===== config.mk =====
export PLATFORM = sky130hd
export DESIGN_NAME = sema_bank
export DESIGN_NICKNAME = d
export VERILOG_FILES = /design/src/rtl/sema_pkg.sv /design/src/rtl/sema_cell.sv /design/src/rtl/sema_port.sv /design/src/rtl/sema_bank.sv
export SDC_FILE = /design/constraint.sdc
export NUM_CORES = 1
export LEC_CHECK = 0
export ABC_AREA = 1
export CELL_PAD_IN_SITES_DETAIL_PLACEMENT = 1
export CELL_PAD_IN_SITES_GLOBAL_PLACEMENT = 2
export CORE_MARGIN = 8
export CORE_UTILIZATION = 28
export DETAILED_ROUTE_END_ITERATION = 10
export HOLD_SLACK_MARGIN = 0.1
export PLACE_DENSITY_LB_ADDON = 0.1
export SETUP_SLACK_MARGIN = 0.5
export SYNTH_ARGS = -nofsm -noshare
export SYNTH_HDL_FRONTEND = slang
export SYNTH_SLANG_ARGS = --single-unit

===== constraint.sdc =====
create_clock -name clk -period 1.6 [get_ports clk]
set_clock_uncertainty 0.2 [all_clocks]
set_input_delay 0.48 -clock clk [delete_from_list [all_inputs] [get_ports clk]]
set_output_delay 0.48 -clock clk [all_outputs]
set_load 0.02 [all_outputs]

===== src/rtl/sema_pkg.sv =====
package sema_pkg;

  typedef enum logic [1:0] {
    OWN_NONE  = 2'd0,
    OWN_LEFT  = 2'd1,
    OWN_RIGHT = 2'd2
  } owner_t;

  // Next holder from the current holder and the updated request latches
  // (latches are active low: 0 = request pending or held).
  function automatic owner_t next_owner(owner_t cur, logic lreq_n, logic rreq_n);
    owner_t nxt;
    case (cur)
      OWN_LEFT:  nxt = !lreq_n ? OWN_LEFT  : (!rreq_n ? OWN_RIGHT : OWN_NONE);
      OWN_RIGHT: nxt = !rreq_n ? OWN_RIGHT : (!lreq_n ? OWN_LEFT  : OWN_NONE);
      default:   nxt = !lreq_n ? OWN_LEFT  : (!rreq_n ? OWN_RIGHT : OWN_NONE);
    endcase
    return nxt;
  endfunction

  // Active-low flag as seen from one side (is_right selects the viewer).
  function automatic logic side_flag(owner_t cur, logic is_right);
    return is_right ? (cur != OWN_RIGHT) : (cur != OWN_LEFT);
  endfunction

endpackage


===== src/rtl/sema_cell.sv =====
module sema_cell
  import sema_pkg::*;
(
  input  logic clk,
  input  logic rst_n,
  input  logic l_we,
  input  logic l_bit,
  input  logic r_we,
  input  logic r_bit,
  output logic l_flag,
  output logic r_flag
);

  logic   l_req_q, r_req_q;
  logic   l_req_d, r_req_d;
  owner_t owner_q, owner_d;

  // named events for the assertions
  logic l_release, r_release, l_ask, r_ask;

  assign l_release = l_we &&  l_bit;
  assign r_release = r_we &&  r_bit;
  assign l_ask     = l_we && !l_bit;
  assign r_ask     = r_we && !r_bit;

  assign l_req_d = l_we ? l_bit : l_req_q;
  assign r_req_d = r_we ? r_bit : r_req_q;
  assign owner_d = next_owner(owner_q, l_req_d, r_req_d);

  always_ff @(posedge clk or negedge rst_n) begin
    if (!rst_n) begin
      l_req_q <= 1'b1;
      r_req_q <= 1'b1;
      owner_q <= OWN_NONE;
    end else begin
      l_req_q <= l_req_d;
      r_req_q <= r_req_d;
      owner_q <= owner_d;
    end
  end

  assign l_flag = side_flag(owner_q, 1'b0);
  assign r_flag = side_flag(owner_q, 1'b1);

  // simultaneous requests on a free lock go to the left side
  assert_tie_left_R9: assert property (@(posedge clk) disable iff (!rst_n)
    (owner_q == OWN_NONE && l_ask && r_ask) |=> owner_q == OWN_LEFT);

  // a free lock asked for by the right side alone goes right
  assert_first_right_R9: assert property (@(posedge clk) disable iff (!rst_n)
    (owner_q == OWN_NONE && r_ask && !l_ask) |=> owner_q == OWN_RIGHT);

  // release with the other request latched hands the lock over
  assert_handoff_lr_R5: assert property (@(posedge clk) disable iff (!rst_n)
    (owner_q == OWN_LEFT && l_release && !r_req_q && !r_release) |=> owner_q == OWN_RIGHT);
  assert_handoff_rl_R5: assert property (@(posedge clk) disable iff (!rst_n)
    (owner_q == OWN_RIGHT && r_release && !l_req_q && !l_release) |=> owner_q == OWN_LEFT);

  // the holder keeps the lock until it writes 1
  assert_hold_left_R4: assert property (@(posedge clk) disable iff (!rst_n)
    (owner_q == OWN_LEFT && !l_release) |=> owner_q == OWN_LEFT);
  assert_hold_right_R4: assert property (@(posedge clk) disable iff (!rst_n)
    (owner_q == OWN_RIGHT && !r_release) |=> owner_q == OWN_RIGHT);

  // a free lock has no request left waiting on either side
  assert_free_clean_R3: assert property (@(posedge clk) disable iff (!rst_n)
    (owner_q == OWN_NONE) |-> (l_req_q && r_req_q));

endmodule


===== src/rtl/sema_port.sv =====
module sema_port #(
  parameter int NUM_SEM = 8,
  parameter int RD_W    = 16,
  localparam int SEL_W  = $clog2(NUM_SEM)
) (
  input  logic               clk,
  input  logic               rst_n,
  input  logic               sel,
  input  logic               wr,
  input  logic               oe,
  input  logic [SEL_W-1:0]   addr,
  input  logic [NUM_SEM-1:0] flags,
  output logic [NUM_SEM-1:0] we_vec,
  output logic [RD_W-1:0]    rdata
);

  logic wr_act, rd_act, rd_act_q, rd_start;
  logic flag_sel;
  logic rd_bit_q, rd_valid_q;

  assign wr_act   = sel && wr;
  assign rd_act   = sel && oe && !wr;
  assign rd_start = rd_act && !rd_act_q;
  assign flag_sel = flags[addr];

  for (genvar j = 0; j < NUM_SEM; j++) begin : g_dec
    assign we_vec[j] = wr_act && (addr == SEL_W'(j));
  end

  // one stored bit per side; replicated onto the bus at the output
  always_ff @(posedge clk or negedge rst_n) begin
    if (!rst_n) begin
      rd_act_q   <= 1'b0;
      rd_bit_q   <= 1'b0;
      rd_valid_q <= 1'b0;
    end else begin
      rd_act_q <= rd_act;
      if (rd_start) begin
        rd_bit_q   <= flag_sel;
        rd_valid_q <= 1'b1;
      end else if (!rd_act) begin
        rd_valid_q <= 1'b0;
      end
    end
  end

  assign rdata = rd_valid_q ? {RD_W{rd_bit_q}} : '0;

  // a write strobe reaches a lock only from a selected write cycle
  assert_write_gate_R2: assert property (@(posedge clk) disable iff (!rst_n)
    (we_vec != '0) |-> (sel && wr));

  // a started read shows the flag present at its first edge
  assert_capture_R8: assert property (@(posedge clk) disable iff (!rst_n)
    rd_start |=> rdata == {RD_W{$past(flag_sel)}});

  // the value is frozen while the read continues
  assert_read_hold_R8: assert property (@(posedge clk) disable iff (!rst_n)
    (rd_act && rd_act_q) |=> $stable(rdata));

  // no read, zero bus on the following cycle
  assert_idle_zero_R7: assert property (@(posedge clk) disable iff (!rst_n)
    !rd_act |=> rdata == '0);

  // every bit of the bus carries the same value
  assert_replicate_R7: assert property (@(posedge clk) disable iff (!rst_n)
    (rdata == '0) || (rdata == '1));

endmodule


===== src/rtl/sema_bank.sv =====
module sema_bank #(
  parameter int NUM_SEM = 8,
  parameter int RD_W    = 16,
  localparam int SEL_W  = $clog2(NUM_SEM)
) (
  input  logic             clk,
  input  logic             rst_n,
  input  logic             l_sel,
  input  logic             l_wr,
  input  logic             l_oe,
  input  logic [SEL_W-1:0] l_addr,
  input  logic             l_wbit,
  output logic [RD_W-1:0]  l_rdata,
  input  logic             r_sel,
  input  logic             r_wr,
  input  logic             r_oe,
  input  logic [SEL_W-1:0] r_addr,
  input  logic             r_wbit,
  output logic [RD_W-1:0]  r_rdata
);

  localparam int SIDES = 2;

  logic [SIDES-1:0]              side_sel, side_wr, side_oe, side_bit;
  logic [SIDES-1:0][SEL_W-1:0]   side_addr;
  logic [SIDES-1:0][NUM_SEM-1:0] side_we;
  logic [SIDES-1:0][NUM_SEM-1:0] side_flags;
  logic [SIDES-1:0][RD_W-1:0]    side_rdata;

  assign side_sel  = {r_sel,  l_sel};
  assign side_wr   = {r_wr,   l_wr};
  assign side_oe   = {r_oe,   l_oe};
  assign side_bit  = {r_wbit, l_wbit};
  assign side_addr = {r_addr, l_addr};

  for (genvar p = 0; p < SIDES; p++) begin : g_side
    sema_port #(
      .NUM_SEM (NUM_SEM),
      .RD_W    (RD_W)
    ) u_port (
      .clk    (clk),
      .rst_n  (rst_n),
      .sel    (side_sel[p]),
      .wr     (side_wr[p]),
      .oe     (side_oe[p]),
      .addr   (side_addr[p]),
      .flags  (side_flags[p]),
      .we_vec (side_we[p]),
      .rdata  (side_rdata[p])
    );
  end

  for (genvar i = 0; i < NUM_SEM; i++) begin : g_cell
    sema_cell u_cell (
      .clk    (clk),
      .rst_n  (rst_n),
      .l_we   (side_we[0][i]),
      .l_bit  (side_bit[0]),
      .r_we   (side_we[1][i]),
      .r_bit  (side_bit[1]),
      .l_flag (side_flags[0][i]),
      .r_flag (side_flags[1][i])
    );
  end

  assign l_rdata = side_rdata[0];
  assign r_rdata = side_rdata[1];

  // a write from one side strobes at most one lock
  assert_one_lock_R1: assert property (@(posedge clk) disable iff (!rst_n)
    $onehot0(side_we[0]) && $onehot0(side_we[1]));

  // no lock is ever seen as held by both sides
  assert_single_holder_R3: assert property (@(posedge clk) disable iff (!rst_n)
    (side_flags[0] | side_flags[1]) == '1);

endmodule


* After elaboration in Yosys (flattened, before gate mapping) *
Index checks and enable logic that the tools add are counted.
Widths: inputs -> output; s select.

storage, ports and cells
  flip-flop bits (word level) = 38
  latch bits = 0
  memory bits (writable) = 0
  bits in read-only memories = 0
  input bits = 16
  output and inout bits = 32
  logic and storage cells = 168
  memories = 0

operators by class
  add/subtract/negate cells = 0
  multipliers = 0
  div/mod/pow operators = 0
  order comparisons = 2
  eq/ne operators = 40
  shifts and indexed selects = 0
  muxes and demuxes = 66
  bitwise gates (word level) = 0
  reduce and logical (&&, ||, !) cells = 30

operators with widths
  cell                number
  $mux 2              32
  $mux 16             2
  $mux 1              30
  $eq 3x3->1 const B  8
  $logic_and 1x1->1   24
  $ne 2x2->1 const B  10
  $eq 2x2->1 const B  8
  $ne 2x1->1 const B  8
  $eq 3x2->1 const B  4
  $lt 3x4->1 const B  2
  $bmux 1 s3          2
  $eq 3x1->1 const B  2
  $logic_not 3->1     2
  $logic_not 1->1     4

* Logic depth before layout (Yosys ltp) *
  word-level depth = 6
  gate-level depth with buffers = 9
  mapped depth without buffers = 9

* By module *
From an unflattened synthesis, not the netlist that was laid out.

unflattened totals
  cells, all modules = 350
  area total of the unflattened synthesis = 2394.8 µm²

modules (own cells, without submodules)
  module     times used  cells each  area an instance (µm²)  seq. area each (µm²)
  sema_cell  8           27          200.2                   102.6
  sema_port  2           67          396.6                   75.1

* Least setup slack after synthesis *
OpenSTA, ideal clock, no wires.

  kind = reg2out
  start point = reg g_side[0].u_port.rd_valid_q
  end point = out l_rdata[10]
  arrival time = 0.948 ns
  required time = 0.920 ns
  path slack = -0.028 ns
  stages on the path, launching flop included = 4
  path buffers = 1
  cell sequence = dfrtp_1 > nand2_1 > inv_1 > buf_4

on the way
  cells in the longest elaborated chain, start to end = 1

ends and longest elaborated chain
  item                      line             RTL
  start: declaration        sema_port.sv:19  logic rd_bit_q, rd_valid_q;
  start signal: assignment  sema_port.sv:35  rd_valid_q <= 1'b0;
  start signal: assignment  sema_port.sv:40  rd_valid_q <= 1'b1;
  start signal: assignment  sema_port.sv:42  rd_valid_q <= 1'b0;
  $mux 16                   sema_port.sv:47  assign rdata = rd_valid_q ? {RD_W{rd_bit_q}} : '0;
  end: declaration          sema_bank.sv:13  output logic [RD_W-1:0] l_rdata,

No other way between the ends.

* Worst setup path after layout *
Ends and elaborated chain as after synthesis.

==> flow_summary.toml <==
[finish]
area_growth_pct = 61.9
drive_above_1_share_pct = 63.6
antenna_cells = 0
multiInputGateArea_um2 = 1130
fin_cells = 445
final_common_cell = "nand2_1"
mostFrequentLayoutCells = "49 x nand2_1, 39 x inv_1, 36 x nand2_2, 28 x buf_4, 22 x dfrtp_1"
register_area_um2 = 971
fill_cells = 898
final_core_util_pct = 46.8
final_nets = 361
design_area_um2 = 3410

[critical_path]
cp_num_buf_inv = 2
r2r-start = "g_cell[0].u_cell.owner_q[0]"
path_max_fanout = 8
startpoint = "g_side[0].u_port.rd_valid_q"
path_cells = "nand2_2 > clkinvlp_4 > buf_2"
crit_family = "flip-flops"
slowest_stage = "dfrtp_1"
rrSetupSlack_ps = 330
crit_path_start_kind = "register"
max_stage_delay_ps = 390
critPathKind = "reg2out"
cp.required_ps = 920
critical_path_depth = 3
r2r_cells = 8
worstSetupEndpointType = "output pin"
arrival_ps = 1180
timing.rr.end = "g_side[1].u_port.rd_bit_q"
endpoint = "l_rdata[10]"

[sta]
relSlewSlack_pct = 82.4
setup_viol = 32
fin_ws_ps = -258
drv_slew = 0
period_share_pct = 116
max_freq_ghz = 0.538
rsz0062_at_grt = "true"
min_period_ps = 1860
worst_pin_slew_ps = 263
setup-tns-final_ps = -7440
whs_ps = -62.1
hold_viol_final = 22

[clocking]
cts_tree = "yes"
htreeDepth = 2
cts_buffers = 5
clock-root-buffer = "clkbuf_8"
worstSkewPairLatency_ps = 290
cts_num_sinks = 38
clockBufferDepth = 2
clkTransAtPathRegs_ps = 80

[global_route]
antenna_found_initial = 0
grt_max_degree = 39
grt_first_pass_wirelength_um = 9500
grt_use_total_pct = 11.7
grt_pass1_vias = 1912
gr-total-overflow = 0

[route]
final_antenna_net_count = 0
vias = 1809
drt_iter0_drc = 38
drcViolationCount = 0
wl_per_cell_um = 13.4
drt-pass1-iter-count = 4
finalWirelength_um = 5950
viasPerCell = 4.07

[floorplan]
die_w_um = 103
dieArea_um2 = 10600
num_rows = 31
ios = 48
start_util_pct = 28.9
fp.dieH_um = 103
core_um2 = 7290

[synthesis]
ys_types = 17
ys_seq_elements = 38
yosysSeqAreaShare_pct = 46.1
synthesis.nets = 302
avgSynthCellArea_um2 = 7.37
synthesis.area_um2 = 2110
yosysWarningCount = 0
synth_cells = 286

[place]
place_area_um2 = 2800
dp_hpwl_um = 4260
place_ws_ps = -532
routabilityCongestion = 0.732
placed_cells = 419
port_buffers = 47

[power]
power_mw = 3.34
powerDensity_nw_per_um2 = 980
peakVddDrop_v = 0.000497
p_leak_nw = 1.73

[run_status]
outcome = "finished, violations left"
failed_checks = "negative hold slack, negative setup slack"

[job]
maxCapViolations = 0

[worst_hold_path]
holdCritPathClass = "in2async"
## report_power, final
part	internal [mW]	switching [mW]	total (mW)
sequential	1.24	0.107	1.35
clock	0.436	0.350	0.786
combinational	0.516	0.694	1.21
## cells in the mapped netlist, drive strengths merged
cell      n  area, um^2
inv      65         244
a21oi     6        33.8
buf      30         225
nor2     22         105
dfrtp    22         551
nand2   102         385
o21ai    18         120
dfstp    16         420
clkinv    1        3.75
nand3     4        20.0
## per-layer routing
layer | wire length, um | GRT usage (%) | vias up
li1 | - | - | 917
met3 | 179 | 3.11 | 2
met1 | 2730 | 15.2 | 871
met2 | 3020 | 19.4 | 19
met5 | 0 | 0 | -
met4 | 18 | 1.67 | 0
## state kept, by name, indices dropped and copies added, names as in the netlist
| signal | cells |
|---|---|
| g_cell.u_cell.owner_q | 16 |
| g_side.u_port.rd_bit_q | 2 |
| g_cell.u_cell.l_req_q | 8 |
| g_cell.u_cell.r_req_q | 8 |
| g_side.u_port.rd_valid_q | 2 |
| g_side.u_port.rd_act_q | 2 |
## how the worst min path moves through the flow
stage	slack, ps	end	depth (start not counted)	startpoint
floorplan	-20	g_cell[0].u_cell.owner_q[0]	0	rst_n
global placement	250	g_side[1].u_port.rd_valid_q	1	g_side[1].u_port.rd_act_q
detailed placement	260	g_side[1].u_port.rd_valid_q	1	g_side[1].u_port.rd_act_q
CTS	-50	g_cell[2].u_cell.owner_q[0]	2	rst_n
global route	-40	g_cell[2].u_cell.owner_q[0]	2	rst_n
finish	-60	g_cell[2].u_cell.owner_q[0]	2	rst_n
## worst register-to-register path: cells and delay by family, from the launching register on
kind          cells  cell delay, ps
simple gates      7             510
flops             1             380
buf+inv           1              70
## repair_timing
item	CTS	global route
gates cloned	2	0
pin swaps	37	42
gates resized for setup	268	72
setup buffers	8	8
hold endpoints to repair	22	22
setup endpoints to repair	70	68
## area by class of cell
type,instances,area share [%]
inverter,66,8.69
timing repair inverter,2,0.440
tap,99,3.63
clock buffer,8,3.23
multi-input combinational,152,33.1
sequential,38,28.4
timing repair buffer,80,22.4
## cell families after synthesis
| kind of cell | share of synthesized area [%] |
|---|---|
| AND/OR/NAND/NOR | 24.2 |
| flip-flops | 46.1 |
| buffers and inverters | 22.4 |
| AO/OA/AOI/OAI | 7.30 |
No activity file was read; power rests on OpenSTA's default activity.
